**src/rtl/pwr_sign_pkg.sv**
```systemverilog
package pwr_sign_pkg;
  typedef enum logic {
    DIR_POS2NEG = 1'b0,
    DIR_NEG2POS = 1'b1
  } dir_e;

  typedef enum logic {
    SGN_POS = 1'b0,
    SGN_NEG = 1'b1
  } sgn_e;
endpackage

```
**src/rtl/sign_classify.sv**
```systemverilog
module sign_classify
  import pwr_sign_pkg::*;
#(
  parameter int unsigned DATA_W = 24
) (
  input  logic [DATA_W-1:0] sample_i,
  output sgn_e              sgn_o
);
  localparam int unsigned MSB = DATA_W - 1;

  logic is_zero;
  assign is_zero = (sample_i == '0);
  // zero is classed positive explicitly
  assign sgn_o = (sample_i[MSB] && !is_zero) ? SGN_NEG : SGN_POS;
endmodule

```
**src/rtl/sign_history.sv**
```systemverilog
module sign_history
  import pwr_sign_pkg::*;
(
  input  logic clk_i,
  input  logic rst_ni,
  input  logic valid_i,
  input  sgn_e sgn_i,
  output sgn_e prev_sgn_o,
  output logic primed_o
);
  always_ff @(posedge clk_i or negedge rst_ni) begin
    if (!rst_ni) begin
      prev_sgn_o <= SGN_POS;
      primed_o   <= 1'b0;
    end else if (valid_i) begin
      prev_sgn_o <= sgn_i;
      primed_o   <= 1'b1;
    end
  end

  p_prev_hold_r6: assert property (@(posedge clk_i) disable iff (!rst_ni)
    !valid_i |=> $stable(prev_sgn_o));
  p_primed_sticky_r7: assert property (@(posedge clk_i) disable iff (!rst_ni)
    primed_o |=> primed_o);
endmodule

```
**src/rtl/edge_qualify.sv**
```systemverilog
module edge_qualify
  import pwr_sign_pkg::*;
(
  input  logic clk_i,
  input  logic rst_ni,
  input  logic valid_i,
  input  logic primed_i,
  input  dir_e dir_i,
  input  sgn_e prev_sgn_i,
  input  sgn_e cur_sgn_i,
  output logic evt_o
);
  logic crossing;
  assign crossing = (prev_sgn_i != cur_sgn_i);

  always_comb begin
    evt_o = 1'b0;
    if (valid_i && primed_i && crossing) begin
      unique case (dir_i)
        DIR_POS2NEG: evt_o = (cur_sgn_i == SGN_NEG);
        DIR_NEG2POS: evt_o = (cur_sgn_i == SGN_POS);
      endcase
    end
  end

  p_evt_primed_r7: assert property (@(posedge clk_i) disable iff (!rst_ni)
    evt_o |-> primed_i && valid_i);
endmodule

```
**src/rtl/status_flag.sv**
```systemverilog
module status_flag (
  input  logic clk_i,
  input  logic rst_ni,
  input  logic set_i,
  input  logic clr_i,
  output logic flag_o
);
  always_ff @(posedge clk_i or negedge rst_ni) begin
    if (!rst_ni)     flag_o <= 1'b0;
    else if (set_i)  flag_o <= 1'b1;  // set beats clear
    else if (clr_i)  flag_o <= 1'b0;
  end

  p_set_wins_r9: assert property (@(posedge clk_i) disable iff (!rst_ni)
    set_i |=> flag_o);
  p_sticky_r8: assert property (@(posedge clk_i) disable iff (!rst_ni)
    flag_o && !clr_i |=> flag_o);
  p_clear_r8: assert property (@(posedge clk_i) disable iff (!rst_ni)
    flag_o && clr_i && !set_i |=> !flag_o);
endmodule

```
**src/rtl/pwr_sign_det.sv**
```systemverilog
module pwr_sign_det
  import pwr_sign_pkg::*;
#(
  parameter int unsigned DATA_W = 24
) (
  input  logic              clk_i,
  input  logic              rst_ni,
  input  logic              sample_valid_i,
  input  logic [DATA_W-1:0] sample_i,
  input  logic              dir_sel_i,
  input  logic              irq_en_i,
  input  logic              clr_i,
  output logic              flag_o,
  output logic              irq_o
);
  sgn_e cur_sgn, prev_sgn;
  logic primed, evt;
  dir_e dir;

  assign dir = dir_e'(dir_sel_i);

  sign_classify #(.DATA_W(DATA_W)) u_classify (
    .sample_i (sample_i),
    .sgn_o    (cur_sgn)
  );

  sign_history u_history (
    .clk_i      (clk_i),
    .rst_ni     (rst_ni),
    .valid_i    (sample_valid_i),
    .sgn_i      (cur_sgn),
    .prev_sgn_o (prev_sgn),
    .primed_o   (primed)
  );

  edge_qualify u_qualify (
    .clk_i      (clk_i),
    .rst_ni     (rst_ni),
    .valid_i    (sample_valid_i),
    .primed_i   (primed),
    .dir_i      (dir),
    .prev_sgn_i (prev_sgn),
    .cur_sgn_i  (cur_sgn),
    .evt_o      (evt)
  );

  status_flag u_flag (
    .clk_i  (clk_i),
    .rst_ni (rst_ni),
    .set_i  (evt),
    .clr_i  (clr_i),
    .flag_o (flag_o)
  );

  assign irq_o = flag_o & irq_en_i;

  p_no_rise_without_sample_r11: assert property (@(posedge clk_i) disable iff (!rst_ni)
    !sample_valid_i |=> !$rose(flag_o));
  p_irq_needs_flag_r10: assert property (@(posedge clk_i) disable iff (!rst_ni)
    irq_o |-> flag_o);
endmodule

```
**config.mk**
```make
export PLATFORM = sky130hd
export DESIGN_NAME = pwr_sign_det
export DESIGN_NICKNAME = d
export VERILOG_FILES = /design/src/rtl/pwr_sign_pkg.sv /design/src/rtl/sign_classify.sv /design/src/rtl/sign_history.sv /design/src/rtl/edge_qualify.sv /design/src/rtl/status_flag.sv /design/src/rtl/pwr_sign_det.sv
export SDC_FILE = /design/constraint.sdc
export NUM_CORES = 1
export LEC_CHECK = 0
export BUFFER_PORTS_ARGS = -buffer_cell sky130_fd_sc_hd__buf_2
export CAP_MARGIN = 30
export CORE_AREA = 2 2 39 41
export DETAILED_ROUTE_END_ITERATION = 8
export DIE_AREA = 0 0 41 43
export HOLD_SLACK_MARGIN = 0.03
export SLEW_MARGIN = 20
export SYNTH_ARGS = -nofsm -noshare
export SYNTH_HDL_FRONTEND = slang
export SYNTH_SLANG_ARGS = --single-unit
```
**constraint.sdc**
```tcl
create_clock -name clk_i -period 1.1 [get_ports clk_i]
set_input_delay 0.22 -clock clk_i [delete_from_list [all_inputs] [get_ports clk_i]]
set_output_delay 0.22 -clock clk_i [all_outputs]
set_load 0.02 [all_outputs]
```
==> metrics.txt <==
Final Hold Fails 0; Initial Utilization 9.40%; Critical Path Source Type register; P&R area growth vs syn 80.8%; RSZ-0062 raised after global routing yes; crit-path max FO 3; layout cells sized above 1 54.2%; detailed-route via count 133; Die X 41 um; Final Max Slew Viols 0; worst-case clock buffer depth 2; top post-synthesis cells by area dfrtp_1, a32o_2, mux2_1; Post-Syn Instances 11; slew of the pin with the lowest slew margin 0.147 ns; Filler cells 166; number of synthesized flops with an enable pin 0; H-tree levels 1; vias in the first global route 140; status completed; CTS tree built; post-synth top area cell dfrtp_1; Routed Antenna Nets 0; Setup crit start u_flag.flag_o; first-pass GRT wire length 407 um; Max-cap violations 0; Die Footprint 0.00176 sq mm; non-filler cells, final 40; CTS Buf Count 3; FF+latch count, synth 3; number of vias per cell 3.33; root buffer cell clkbuf_4; Synth Warn # 0; Layout Skew 0.000648 ns; critical path arrival 0.87 ns; GPL Wtd Cong 0.483; Clock Latency Late Sink 0.23 ns; row count 14; Placed Cells 35; worst r2r src u_history.prev_sgn_o; CP Buf/Inv Count 1; Antenna Cells 0; R2R Setup Slk 0.19 ns; WL/cell 7.00 um; power per cell area 1560 mW/mm^2; # port buffers 8; post-synth cell types 9; Worst Hold Class in2reg; sum of negative setup slack 0 ns; crit path kind reg2out; First-pass DRT Iterations 2; Worst-path clk slew 0.04 ns; Sink Count 3; GR Overflow Total 0; count leader, synth dfrtp_1; Post-layout nets 55; largest net degree at the start of global routing 4; slowest stage cell on the critical path dfrtp_1; final worst path period need 1.09 ns; Tot GR Track Use 4.52%; Main synth FF type dfrtp_1; Top-Level Pins 32; Avg Cell Area, Syn 11.8 sq um; crit path cell chain and2_4 > buf_6; max frequency 0.920 GHz; Die Y-Extent 43 um; crit share post-route 98.8%; register area share after synthesis 57.7%; Pleak 0.115 nW; Synth Cell Area 130 sq um; Syn Nets 41; DRT iter0 DRCs 2; slew margin rel. 90.2%; worst hold path startpoint sample_valid_i; DRT Wirelength 280 um; Worst Setup End Kind output pin; initial antenna violation count 0; Final setup viols 0; Max VDD drop 0.200 mV; family with the most delay on the worst path flip-flops; FFs w/ async S/R, synth 100%; Critical Path RT 0.88 ns; core box area 0.00138 sq mm; Worst path max stage delay 0.38 ns; Final Util 17.0%; area share of the largest cell type after synthesis 57.7%; DRC 0
## per-layer routing
metal  GRT usage [%]  share of wire, %  vias up
met5               0                 0        -
met4            8.00                 0        0
met3            4.71                20        0
met2            5.94                51        8
met1            1.61                28       60
li1                -                 -       65
## power breakdown
group | switching (W) | internal (W) | total (W) | leakage, nW
logic | 0.0000228 | 0.0000298 | 0.0000525 | 0.0666
registers | 0.00000447 | 0.000119 | 0.000123 | 0.0335
clock network | 0.0000560 | 0.000136 | 0.000192 | 0.0150
## stage by stage
stage	instance area, sq um	hold slack, ns	setup slack [ns]	power, W
finish	235	0.223	0.0135	0.000368
global route	235	0.219	-0.0326	0.000405
CTS	235	0.218	-0.00161	0.000383
detailed placement	190	0.0203	0.186	0.000170
global placement	190	0.0185	0.210	0.000168
floorplan	130	-0.0756	0.175	0.000147
## layout by cell type, fill, tap and decap left out, drive strengths merged
cell	instances
buf	8
clkbuf	4
dfrtp	3
and2	1
mux2	1
nand2b	1
nand2	1
o22ai	1
inv	1
a32o	1
or2	1
dlygate4sd3	1
## registers in the layout (all words and copies together) (netlist names)
register,count
u_flag.flag_o,1
u_history.prev_sgn_o,1
u_history.primed_o,1
## cell type report
cell class / instances / area [sq um] / share of cell area, %
Sequential cell: 3 / 75.1 / 31.9
Timing Repair Buffer: 9 / 56.3 / 23.9
Multi-Input combinational cell: 7 / 53.8 / 22.9
Clock buffer: 4 / 26.3 / 11.2
Tap cell: 16 / 20.0 / 8.51
Inverter: 1 / 3.75 / 1.60
## repair_timing
action                                  in CTS  in global routing
hold endpoints to repair                     3                  0
gates resized for setup                      3                  0
endpoints found under the setup margin       1                  1
hold buffers                                 1                  0
setup buffers                                0                  0
pin swaps                                    1                  0
## final timing paths
| path | to | depth (start not counted) |
|---|---|---|
| setup / recovery | irq_o | 2 |
| hold / removal | u_history.primed_o | 2 |
| setup reg to reg | u_flag.flag_o | 3 |
| hold reg to reg | u_history.primed_o | 1 |
| max in group asynchronous | u_flag.flag_o | 2 |
| min in group asynchronous | u_history.prev_sgn_o | 2 |
## kinds of logic after synthesis
group / share of synthesized area [%]
AND/OR/NAND/NOR: 17.3
flip-flops: 57.7
buffers and inverters: 2.88
AO/OA/AOI/OAI: 13.5
multiplexers: 8.65
(Power assumes the default switching activity.)
